`src/rtl/fx_exec_pkg.sv`:
```
// Package: shared operation codes and flag-word bit positions for the
// fixed-point execution unit. Assumes a 3-bit operation field.
package fx_exec_pkg;

    typedef enum logic [2:0] {
        OP_ADD = 3'd0,
        OP_SUB = 3'd1,
        OP_CMP = 3'd2,
        OP_AND = 3'd3,
        OP_OR  = 3'd4,
        OP_XOR = 3'd5,
        OP_SHL = 3'd6,
        OP_SHR = 3'd7
    } fx_op_e;

    localparam int unsigned ST_Z    = 0;
    localparam int unsigned ST_N    = 1;
    localparam int unsigned ST_V    = 2;
    localparam int unsigned ST_C    = 3;
    localparam int unsigned ST_FI   = 4;
    localparam int unsigned ST_SZ   = 5;
    localparam int unsigned ST_SV   = 6;
    localparam int unsigned ST_SS   = 7;
    localparam int unsigned ST_BITS = 8;

    typedef struct packed {
        logic zero;
        logic neg;
        logic ovf;
        logic carry;
    } alu_flags_t;

    typedef struct packed {
        logic zero;
        logic ovf;
        logic sign;
    } shf_flags_t;

endpackage

```
`src/rtl/fx_alu_core.sv`:
```
// Module: combinational add/subtract/logic datapath with flag generation
// and optional signed saturation. Assumes two's-complement operands.
// CMP is computed as SUB; the caller decides whether to write the result.
module fx_alu_core
    import fx_exec_pkg::*;
#(
    parameter int unsigned WIDTH = 32
) (
    input  fx_op_e             op,
    input  logic [WIDTH-1:0]   a,
    input  logic [WIDTH-1:0]   b,
    input  logic               sat_en,
    output logic [WIDTH-1:0]   y,
    output alu_flags_t         flags
);
    localparam logic [WIDTH-1:0] SAT_MAX = {1'b0, {(WIDTH-1){1'b1}}};
    localparam logic [WIDTH-1:0] SAT_MIN = {1'b1, {(WIDTH-1){1'b0}}};

    logic              is_sub;
    logic [WIDTH-1:0]  b_eff;
    logic [WIDTH:0]    sum_w;
    logic [WIDTH-1:0]  sum;
    logic              arith_ovf;

    // Shared adder: subtraction is a + ~b + 1.
    always_comb begin
        is_sub    = (op == OP_SUB) || (op == OP_CMP);
        b_eff     = is_sub ? ~b : b;
        sum_w     = {1'b0, a} + {1'b0, b_eff} + {{WIDTH{1'b0}}, is_sub};
        sum       = sum_w[WIDTH-1:0];
        arith_ovf = (a[WIDTH-1] == b_eff[WIDTH-1]) && (sum[WIDTH-1] != a[WIDTH-1]);
    end

    // Result select, saturation and flag derivation.
    always_comb begin
        flags.carry = 1'b0;
        flags.ovf   = 1'b0;
        unique case (op)
            OP_ADD, OP_SUB, OP_CMP: begin
                flags.carry = sum_w[WIDTH];
                flags.ovf   = arith_ovf;
                if (arith_ovf && sat_en && (op != OP_CMP)) begin
                    y = a[WIDTH-1] ? SAT_MIN : SAT_MAX;
                end else begin
                    y = sum;
                end
            end
            OP_AND:  y = a & b;
            OP_OR:   y = a | b;
            OP_XOR:  y = a ^ b;
            default: y = '0;
        endcase
        flags.zero = (y == '0);
        flags.neg  = y[WIDTH-1];
    end

endmodule

```
`src/rtl/fx_shift_core.sv`:
```
// Module: combinational logical shifter with zero, overflow and sign flags.
// Assumes a shift amount wide enough to express values of WIDTH and above;
// such amounts produce zero.
module fx_shift_core
    import fx_exec_pkg::*;
#(
    parameter int unsigned WIDTH = 32,
    parameter int unsigned SHW   = $clog2(WIDTH) + 1
) (
    input  logic               left,
    input  logic [WIDTH-1:0]   a,
    input  logic [SHW-1:0]     amt,
    output logic [WIDTH-1:0]   y,
    output shf_flags_t         flags
);
    logic [2*WIDTH-1:0] wide;
    logic               big;

    // Double-width left shift exposes the bits pushed out of the word.
    always_comb begin
        wide = {{WIDTH{1'b0}}, a} << amt;
        big  = (amt >= SHW'(WIDTH));
    end

    // Result and flags for both directions.
    always_comb begin
        if (left) begin
            y         = big ? '0 : wide[WIDTH-1:0];
            flags.ovf = big ? (a != '0) : (wide[2*WIDTH-1:WIDTH] != '0);
        end else begin
            y         = big ? '0 : (a >> amt);
            flags.ovf = 1'b0;
        end
        flags.zero = (y == '0);
        flags.sign = a[WIDTH-1];
    end

endmodule

```
`src/rtl/fx_status_regs.sv`:
```
// Module: result, per-operation flag word and sticky overflow registers.
// Assumes a synchronous active-low reset. Each accepted operation
// rewrites only its own flag group; the sticky word ORs in new overflow
// after any clear in the same cycle.
module fx_status_regs
    import fx_exec_pkg::*;
#(
    parameter int unsigned WIDTH = 32
) (
    input  logic               clk,
    input  logic               rst_n,
    input  logic               valid,
    input  logic               write_res,
    input  logic               is_shift,
    input  logic [WIDTH-1:0]   next_res,
    input  alu_flags_t         alu_f,
    input  shf_flags_t         shf_f,
    input  logic               clr,
    output logic [WIDTH-1:0]   result,
    output logic [ST_BITS-1:0] status,
    output logic [1:0]         sticky
);
    // Result register: loads on accepted non-compare operations.
    always_ff @(posedge clk) begin
        if (!rst_n)                   result <= '0;
        else if (valid && write_res)  result <= next_res;
    end

    // Flag word: the group of the accepted operation is rewritten.
    always_ff @(posedge clk) begin
        if (!rst_n) begin
            status <= '0;
        end else if (valid) begin
            if (is_shift) begin
                status[ST_SZ] <= shf_f.zero;
                status[ST_SV] <= shf_f.ovf;
                status[ST_SS] <= shf_f.sign;
            end else begin
                status[ST_Z] <= alu_f.zero;
                status[ST_N] <= alu_f.neg;
                status[ST_V] <= alu_f.ovf;
                status[ST_C] <= alu_f.carry;
            end
            status[ST_FI] <= 1'b0;
        end
    end

    // Sticky word: clear first, then accumulate this cycle's overflow.
    always_ff @(posedge clk) begin
        if (!rst_n) begin
            sticky <= '0;
        end else begin
            sticky[0] <= (sticky[0] && !clr) || (valid && !is_shift && alu_f.ovf);
            sticky[1] <= (sticky[1] && !clr) || (valid &&  is_shift && shf_f.ovf);
        end
    end

endmodule

```
`src/rtl/fx_exec_unit.sv`:
```
// Module: top of the fixed-point execution unit. Decodes the operation,
// routes operands to the ALU and shifter cores and registers the outcome.
// Assumes op, a, b, shamt and sat_en are valid whenever op_valid is high.
module fx_exec_unit
    import fx_exec_pkg::*;
#(
    parameter int unsigned WIDTH = 32,
    parameter int unsigned SHW   = $clog2(WIDTH) + 1
) (
    input  logic               clk,
    input  logic               rst_n,
    input  logic               op_valid,
    input  logic [2:0]         op,
    input  logic [WIDTH-1:0]   a,
    input  logic [WIDTH-1:0]   b,
    input  logic [SHW-1:0]     shamt,
    input  logic               sat_en,
    input  logic               sticky_clr,
    output logic [WIDTH-1:0]   result,
    output logic [ST_BITS-1:0] status,
    output logic [1:0]         sticky
);
    fx_op_e            op_e;
    logic              is_shift;
    logic              write_res;
    logic [WIDTH-1:0]  alu_y;
    logic [WIDTH-1:0]  shf_y;
    alu_flags_t        alu_f;
    shf_flags_t        shf_f;

    // Operation decode.
    always_comb begin
        op_e      = fx_op_e'(op);
        is_shift  = (op_e == OP_SHL) || (op_e == OP_SHR);
        write_res = (op_e != OP_CMP);
    end

    fx_alu_core #(.WIDTH(WIDTH)) u_alu (
        .op     (op_e),
        .a      (a),
        .b      (b),
        .sat_en (sat_en),
        .y      (alu_y),
        .flags  (alu_f)
    );

    fx_shift_core #(.WIDTH(WIDTH), .SHW(SHW)) u_shf (
        .left   (op_e == OP_SHL),
        .a      (a),
        .amt    (shamt),
        .y      (shf_y),
        .flags  (shf_f)
    );

    fx_status_regs #(.WIDTH(WIDTH)) u_regs (
        .clk       (clk),
        .rst_n     (rst_n),
        .valid     (op_valid),
        .write_res (write_res),
        .is_shift  (is_shift),
        .next_res  (is_shift ? shf_y : alu_y),
        .alu_f     (alu_f),
        .shf_f     (shf_f),
        .clr       (sticky_clr),
        .result    (result),
        .status    (status),
        .sticky    (sticky)
    );

endmodule

```
`config.mk`:
```
export PLATFORM = sky130hd
export DESIGN_NAME = fx_exec_unit
export DESIGN_NICKNAME = d
export VERILOG_FILES = /design/src/rtl/fx_exec_pkg.sv /design/src/rtl/fx_alu_core.sv /design/src/rtl/fx_shift_core.sv /design/src/rtl/fx_status_regs.sv /design/src/rtl/fx_exec_unit.sv
export SDC_FILE = /design/constraint.sdc
export NUM_CORES = 1
export LEC_CHECK = 0
export BUFFER_PORTS_ARGS = -buffer_cell sky130_fd_sc_hd__clkbuf_2
export CORE_MARGIN = 10
export CORE_UTILIZATION = 40
export CTS_BUF_LIST = sky130_fd_sc_hd__clkbuf_4
export DETAILED_ROUTE_END_ITERATION = 10
export GPL_TIMING_DRIVEN = 0
export PLACE_DENSITY_LB_ADDON = 0.12
export SLEW_MARGIN = 40
export SYNTH_ARGS = -nofsm -noshare
export SYNTH_HDL_FRONTEND = slang
export SYNTH_SLANG_ARGS = --single-unit
```
`constraint.sdc`:
```
create_clock -name clk -period 6.1 [get_ports clk]
set_input_delay 1.22 -clock clk [delete_from_list [all_inputs] [get_ports clk]]
set_output_delay 1.22 -clock clk [all_outputs]
set_load 0.005 [all_outputs]
```
After elaboration in Yosys (flattened, before gate mapping) --
Index checks and enable logic that the tools add are counted.
Storage, ports and cells: flip-flop bits (word level) 41, latch bits 0, RAM bits 0, memory bits (read-only) 0, output and inout bits 42, logic and storage cells 59, memories 0
Cells by class: add/sub/neg operators 2, multiply operators 0, div/mod/pow operators 0, magnitude comparators 1, equality and inequality tests 10, shift-type cells 2, multiplexer cells 11, bitwise gates (word level) 5, reductions and logical operators 24
Operators with widths (number):
- two-way mux 32 bit | 7
- one-hot mux 32 bit (4 select lines) | 1
- logical NOT 32 bit | 2
- nonzero test 32 bit | 2
- left shift 32 x 6 -> 64 bit | 1
- adder 32 x 32 -> 33 bit | 1
- adder 33 x 1 -> 33 bit | 1
- AND 32 bit | 1
- inverter 32 bit | 1
- OR 32 bit | 1
- right shift 32 x 6 -> 32 bit | 1
- XOR 32 bit | 1
- equality test 3 bit, second input constant | 4
- logical AND 1 bit | 10
- equality test 3 x 2 -> 1 bit, second input constant | 2
- >= comparator 6 bit, second input constant | 1
- logical OR 1 bit | 4
- AND reduction 2 bit | 2
- equality test 3 x 1 -> 1 bit, second input constant | 1
- logical NOT 3 bit | 1
- != test 3 x 2 -> 1 bit, second input constant | 1
- OR reduction 3 bit | 1
- logical NOT 1 bit | 2
- two-way mux 1 bit | 2
- 4 further kinds | 4

Depth between registers and ports, before layout --
Gate-level depths: netlist (run 1).
word-level depth 12, depth in mapped cells 19, mapped depth without buffers 16

Hierarchy --
Synthesis (run 1) repeated with hierarchy kept, for this count alone.
Unflattened totals: cell total of the unflattened synthesis 1336, area total of the unflattened synthesis 10618.9 um^2
Modules (own cells, without submodules):
- fx_shift_core | instances 1, cells an instance 489, area an instance 4195.3 um^2, sequential area each 0.0 um^2
- fx_alu_core | instances 1, cells an instance 621, area an instance 4150.2 um^2, sequential area each 0.0 um^2
- fx_status_regs | instances 1, cells an instance 187, area an instance 1741.7 um^2, sequential area each 820.8 um^2
- fx_exec_unit | instances 1, cells an instance 39, area an instance 531.8 um^2, sequential area each 0.0 um^2

Worst setup path after synthesis (run 1) --
No wires, ideal clock.
path kind in2reg, from in op[2], to reg u_regs.status[0], setup time 0.087 ns, data arrival time 5.364 ns, data required time 6.013 ns, setup slack 0.649 ns, stages 18, cell sequence clkbuf_1 clkbuf_1 nor2_1 buf_1 xnor2_1 ha_1 buf_2 nand4_1 nor3_1 o211ai_2 a311oi_4 nor2_1 o21bai_4 o31a_1 or4_1 nor3_1 o2111ai_1 o31ai_1
On the way: longest elaborated chain between the ends 12, elaborated cells between the ends (all ways) 25, those cells by class 2 x add/sub; 10 x eq/ne; 3 x mux; 1 x bitwise; 9 x reduce/logical
RTL lines:
- start, declared | RTL line fx_exec_unit.sv:13 | input logic [2:0] op,
- equality test 3 x 1 -> 1 bit or equality test 3 x 2 -> 1 bit (tied branches) | RTL line fx_alu_core.sv:27, fx_alu_core.sv:38
- logical OR 1 bit | RTL line fx_alu_core.sv:27 | is_sub = (op == OP_SUB) || (op == OP_CMP);
- two-way mux 32 bit | RTL line fx_alu_core.sv:28 | b_eff = is_sub ? ~b : b;
- adder 32 x 32 -> 33 bit | RTL line fx_alu_core.sv:29 | sum_w = {1'b0, a} + {1'b0, b_eff} + {{WIDTH{1'b0}}, is_sub};
- adder 33 x 1 -> 33 bit | RTL line fx_alu_core.sv:29
- != test 1 bit | RTL line fx_alu_core.sv:31 | arith_ovf = (a[WIDTH-1] == b_eff[WIDTH-1]) && (sum[WIDTH-1] != a[WIDTH-1]);
- logical AND 1 bit | RTL line fx_alu_core.sv:31
- logical AND 1 bit (2 in series) | RTL line fx_alu_core.sv:42 | if (arith_ovf && sat_en && (op != OP_CMP)) begin
- two-way mux 32 bit | RTL line fx_alu_core.sv:42
- one-hot mux 32 bit (4 select lines) | RTL line fx_alu_core.sv:38 | unique case (op)
- logical NOT 32 bit | RTL line fx_alu_core.sv:53 | flags.zero = (y == '0);
- end signal, assigned by index | RTL line fx_status_regs.sv:35 | status[ST_SZ] <= shf_f.zero;
- end signal, assigned by index | RTL line fx_status_regs.sv:36 | status[ST_SV] <= shf_f.ovf;
- end signal, assigned by index | RTL line fx_status_regs.sv:37 | status[ST_SS] <= shf_f.sign;
- end, declared | RTL line fx_status_regs.sv:20 | output logic [ST_BITS-1:0] status,
Parallel ways exist; a longest one is shown, timed or not. A chain may end at the register's enable or synchronous reset.

Worst setup path after layout (run 1) --
Same ends and word-level chain as after synthesis.

==> key figures, run 1 <==
Synth
  • Synthesized area: 9630 µm²
  • Post-synthesis simple-gate area fraction: between 20 and 25%
  • Synth Flop Type: dfxtp_1
  • Post-synth EDFFs: 0
  • Count of state elements after synthesis: 41
  • Compound-Gate Fraction of Synth Area: a little over a quarter
  • Synth top cells by count: nor2_1 (176), nand2_1 (118), o21ai_0 (108)
  • Top-count cell post-synth: nor2_1
  • Mean Syn Cell Area: 7.33 µm²
  • Mux share of post-synthesis cell area: 18.8%
  • Top cells by area, synth: mux4_2 (13%), ha_1 (13%), dfxtp_1 (8.5%)
  • Post-synth top area cell: mux4_2
  • Share of flip-flops with an asynchronous set or reset: 0%
  • Distinct cell type count after synthesis: between 70 and 80
  • XOR/XNOR Fraction of Synth Area: under 10%
  • Syn nets: 1491
  • Yosys top cell area share: about an eighth
  • Syn. warnings: 0
  • Register area share after synthesis: ~8.5%
  • Adder-Cell Fraction of Synth Area: 12.9%
  • Combinational family with the most area after synthesis: compound AO/OA/AOI/OAI gates
  • Gate Count Post-Synth: about 1300

Clock network
  • Worst-path clk slew: approximately 130 ps
  • Clk_lat worst skew: 360 ps
  • CTS Buf Count: 5
  • CTS Hold Bufs: 0
  • Sink Count: between 40 and 50
  • H-tree levels: 2
  • CTS Buffer Depth: 2
  • CTS tree: built
  • CTS Root Cell: clkbuf_4

Worst setup path
  • Slowest stage cell, crit path: or4_1
  • Most frequent CP cell: o21ai_0
  • RR Startpoint: u_regs.result[9]
  • Critical path buffers and inverters: 3
  • CP Cell Sequence: clkbuf_1 -> clkbuf_2 -> nor2_2 -> buf_2 -> xnor2_1 -> ha_1 -> a21oi_1 -> o21ai_0 -> a311oi_1 -> o21ai_0 -> o21bai_2 -> a2bb2oi_2 -> a31oi_1 -> or4_1 -> nor3_1 -> o2111ai_1 -> o31ai_1
  • Critical Path Sink Type: flop
  • Worst-path fanout max: 10
  • Type of origin of the critical path: input port
  • Crit path largest cell delay: roughly 520 ps
  • Worst Path Required: approximately 6400 ps
  • Critical Path AT: 6150 ps
  • Worst Setup SP: op[2]
  • CP delay by family, top: compound AO/OA/AOI/OAI gates
  • CP Class: input port to flop

Floorplan
  • Top Ports: 120
  • Row count: 56
  • Die area: slightly above 30000 µm²
  • Die Span Y: around 180 µm
  • Die Width: approximately 180 µm
  • Core area: around 24000 µm²
  • Initial Util: roughly two fifths

Detailed routing
  • Wire per inst: 27.5 µm
  • Remaining antenna violation count after routing: 0
  • Routed vias: 11300
  • Vias per inst: 6.46
  • DRC errors left: 0
  • DR pass1 iterations: 6
  • Initial DRC count: between 1000 and 1500
  • Total length of routed wires: roughly 48000 µm

Global routing
  • Vias in the first global route: around 11000
  • Largest net degree at the start of global routing: 14
  • Antenna violations before repair: 0
  • First-pass GRT wire length: just over 70000 µm
  • GR Overflow Total: 0
  • GRT Total Usage: 30.1%

Cells and area
  • Fin util: between 40% and 50%
  • Layout fillers: about 2600
  • Share of cells above drive strength 1: 15.4%
  • Syn-to-layout area delta: 11.4%
  • Antenna fix cells: 0
  • Nets@finish: roughly 1600

Timing
  • Final min period: between 5000 and 6000 ps
  • Hold violation total from the final report: 0
  • Setup violators final: 0
  • Pins over their slew limit: 0
  • Unrepaired setup endpoints after global routing: no
  • FMAX: between 150 and 200 MHz
  • Slew headroom: a little over two fifths
  • Period utilisation layout: between 90% and 100%
  • Clock skew: 0 ps
  • Worst Tran Pin Value: around 860 ps

Hold path
  • HP Class: flop to flop
  • HP Start: u_regs.status[7]

Placed design
  • Detailed Place HPWL: about 40000 µm
  • Placer Congestion: 1.09
  • PortBufs: approximately 110

Pwr
  • Max VDD drop: 0.0963 mV
  • Power per cell area: about 160 nW/µm²
  • Total Power: 1.72 mW
  • LEAKAGE: 4.61 nW

Status
  • Status: finished, final reports clean

Job
  • Max-Cap Viols: 0
worst reg2reg max path, cell delays in order, from the launching register on:
cell     delay (ps)
dfxtp_1         350
o21ai_0         180
a41oi_1          60
area by class of cell:
cell class	count	area [µm²]	share of cell area (%)
clock inverters	3	41.3	0.385
flip-flops and latches	41	821	7.65
plain buffers	96	417	3.88
clock buffers	5	37.5	0.350
inverters	76	285	2.66
repair buffers	113	568	5.30
well taps	319	399	3.72
multi-input cells	1101	8160	76.1
metrics by stage:
stage          cell area [µm²]  setup WS (ps)  std cells  hold slack, ps  TNS [ps]
2_1_floorplan             9630            649       1314             457         0
3_3_place_gp             10600           -738       1745             453     -7440
3_5_place_dp             10600           -735       1745             458     -7820
4_1_cts                  10700           52.8       1753             475         0
5_1_grt                  10700           59.4       1754             501         0
6_report                 10700            231       1754             472         0
placed cells by master (no fill, tap or decap), types with 7 or more instances in the layout:
cell type  Yosys  final
ha_1          98     98
clkbuf_2       0    115
a21oi_1       87     86
o21ai_0      108    107
mux2i_1       56     56
o22ai_1       14     14
buf_2         13     15
nor2_1       176    174
and2_1         9      9
nor3_1        34     34
o211ai_1       9      9
nand2_1      118    118
nand3_1       17     17
a22oi_1       24     24
a221oi_1       8      7
a22o_1         9      9
a21o_1        12     12
o21a_1        13     13
o31ai_1        8      8
a21boi_0      10     10
nand2b_1       9      9
mux4_2        55     55
buf_1         13     10
xor2_1        10     10
dfxtp_1       41     41
nor2b_1       13     13
nand4_1       16     16
a31oi_1       18     18
inv_1         75     75
xnor2_1       45     45
clkbuf_1      65     62
nor4_1        12     12
a211oi_1      19     17
worst paths after layout:
check | slack (ps) | to | cells after the start
worst min register to register | 470 | u_regs.status[7] | 2
worst max-delay path | 230 | u_regs.status[0] | 17
worst min-delay path | 470 | u_regs.status[7] | 2
worst max register to register | 5360 | u_regs.result[9] | 2
registers in the layout, indices dropped and copies added (netlist names):
name	count
u_regs.status	7
u_regs.sticky	2
u_regs.result	32
where the power goes:
group	internal, mW	switching (mW)	total (mW)
combinational	0.429	0.807	1.24
clock	0.0848	0.0942	0.179
sequential	0.290	0.0124	0.302
per-layer routing:
layer  vias up  wire, µm  track usage, %
li1       5093         -               -
met1      5428     21600            42.2
met2       720     19600            43.6
met3        92      5580            8.82
met4         0      1520            8.51
met5         -         0               0
repair_timing:
item                       in CTS  in global routing
setup endpoints to repair       7                  4
setup buffers                   0                  1
gates cloned                    0                  0
pin swaps                       0                  1
resized for setup               6                 12
logic make-up after synthesis:
logic type                 after synthesis
DFF                                     41
AOI/OAI and AO/OA                      399
muxes                                  112
buffers and inverters                  172
other                                    1
xor gates and xnor gates                55
adders and majority gates               99
and+or+nand+nor                        435
(Power assumes the default switching activity.)
==> inputs of run 2 (changes only) <==
CELL_PAD_IN_SITES_DETAIL_PLACEMENT = 1   (was default)
CELL_PAD_IN_SITES_GLOBAL_PLACEMENT = 2   (was default)
CORE_UTILIZATION = 35   (was 40)
CTS_CLUSTER_SIZE = 28   (was default)
GPL_TIMING_DRIVEN = default   (was 0)
==> key figures, run 2 (synthesis results as in run 1) <==
Global routing
  • Vias in the first global route: 10600 (+0.066%)
  • Antenna violations before repair: 0 (unchanged)
  • GRT Total Usage: 28.0% (-2.1 points)
  • GR Overflow Total: 0 (unchanged)
  • Largest net degree at the start of global routing: 71 (+57)
  • First-pass GRT wire length: 71800 µm (+1.9%)

Worst setup path
  • CP Class: input port to flop
  • Critical Path Sink Type: flop
  • Type of origin of the critical path: input port
  • Worst Path Required: 6370 ps (about the same)
  • Critical Path AT: 5850 ps (-300 ps)
  • Worst-path fanout max: 15 (+5)

Timing
  • Worst Tran Pin Value: 1000 ps (+140 ps)
  • Final min period: 5580 ps (-285 ps)
  • Hold violation total from the final report: 0 (unchanged)
  • FMAX: 179 MHz (+5.1%)
  • Setup violators final: 0 (unchanged)
  • Unrepaired setup endpoints after global routing: no
  • Slew headroom: 33.1% (-8.9 points)
  • Period utilisation layout: 91.5% (-4.7 points)
  • Pins over their slew limit: 0 (unchanged)
  • Setup_tns: 0 ps (unchanged)
  • Clock skew: 0 ps (unchanged)

Clock network
  • Worst-path clk slew: 130 ps (about the same)
  • Number of post-CTS setup repair buffers: 0 (unchanged)
  • CTS Root Cell: clkbuf_4
  • H-tree levels: 2 (unchanged)
  • Sink Count: 41 (unchanged)
  • CTS resizes: 0 (-6)
  • CTS Hold Bufs: 0 (unchanged)
  • CTS tree: built
  • CTS Buf Count: 5 (unchanged)
  • Clk_lat worst skew: 340 ps (-20 ps)
  • CTS Buffer Depth: 2 (unchanged)

Cells and area
  • Fin util: 39.7% (-5.8 points)
  • Nets@finish: 1566 (-2.8%)
  • Largest Register: u_regs.result
  • Layout fillers: 3421 (+33%)
  • Most frequent cells in the layout: nor2_1 (174), nand2_1 (118), clkbuf_2 (116)
  • Antenna fix cells: 0 (unchanged)
  • FF+latch area: 821 µm² (unchanged)
  • Commonest non-fill, non-tap cell in the layout: nor2_1
  • Share of cells above drive strength 1: 17.6% (+2.2 points)
  • Multi-input gate area: 8150 µm² (-0.15%)
  • Regs by FF count: u_regs.result x32, u_regs.status x7, u_regs.sticky x2
  • Syn-to-layout area delta: 11.3% (about the same)
  • Largest register FFs: 32 (unchanged)

Floorplan
  • Die Span Y: 186 µm (+6.1%)
  • Row count: 60 (+7.1%)
  • Core area: 27000 µm² (+14%)
  • Top Ports: 120 (unchanged)
  • Initial Util: 35.6% (-5.2 points)
  • Die area: 34600 µm² (+13%)
  • Die Width: 186 µm (+6.1%)

Detailed routing
  • Remaining antenna violation count after routing: 0 (unchanged)
  • DR pass1 iterations: 5 (-1)
  • DRC errors left: 0 (unchanged)
  • Vias per inst: 6.27 (-3.0%)
  • Routed vias: 10800 (-4.3%)
  • Wire per inst: 28.7 µm (+4.4%)
  • Initial DRC count: 1205 (-17%)
  • Total length of routed wires: 49700 µm (+3.0%)

Status
  • Status: finished, final reports clean

Placed design
  • Detailed Place HPWL: 40700 µm (+2.1%)
  • Placer Congestion: 0.985 (-9.9%)
  • PortBufs: 118 (+5.4%)

Job
  • Max-Cap Viols: 0 (unchanged)

Pwr
  • Power per cell area: 160 nW/µm² (about the same)
  • LEAKAGE: 4.67 nW (+1.3%)
  • Max VDD drop: 0.0781 mV (-19%)

Hold path
  • HP Class: flop to flop
==> run 2: area by class of cell <==
class / instances / share of cell area (%)
Timing Repair Buffer: 164 / 9.05
Clock inverter: 2 / 0.327
Tap cell: 341 / 3.98
Sequential cell: 41 / 7.65
Inverter: 76 / 2.66
Multi-Input combinational cell: 1101 / 76.0
Clock buffer: 5 / 0.350
==> run 2: path summary, 6_finish.rpt <==
kind / from / end / slack (ps) / cells after the start
worst max-delay path: op[1] / u_regs.status[0] / 520 / 17
worst min-delay path: u_regs.status[6] / u_regs.status[6] / 480 / 2
worst max register to register: u_regs.result[2] / u_regs.result[2] / 5330 / 2
worst min register to register: u_regs.status[6] / u_regs.status[6] / 480 / 2
==> run 2: critical path: stages <==
cell and delay [ps]:
clkbuf_2 140, xnor2_1 190, nor2_4 450, buf_8 260, xnor2_1 140, ha_1 300, a21oi_1 230, o21ai_0 230
a311oi_1 400, o21ai_0 280, o21bai_2 390, o21bai_4 190, o31a_1 380, or4_1 470, nor3_1 160, o2111ai_1 150
o31ai_1 240
==> run 2: per-layer routing <==
layer	part of all wire [%]	vias up	global-route usage, %
met2	43	498	42.1
met5	0	-	0
met4	3.5	0	8.87
li1	-	4999	-
met3	9.2	66	6.88
met1	45	5285	38.3
==> run 2: metrics by stage <==
stage / area (µm²) / hold WS [ps] / std cells / power [mW] / setup WS (ps)
4_1_cts: 10700 / 485 / 1730 / 1.69 / 518
5_1_grt: 10700 / 508 / 1730 / 1.83 / 197
6_report: 10700 / 479 / 1730 / 1.72 / 516
3_3_place_gp: 10600 / 456 / 1721 / 1.51 / -63.3
3_5_place_dp: 10700 / 467 / 1723 / 1.52 / 180
2_1_floorplan: 9630 / 457 / 1314 / 1.06 / 649
==> run 2: power by group <==
part	switching, mW	internal, mW
Combinational	0.803	0.437
Sequential	0.0135	0.290
Clock	0.0896	0.0835
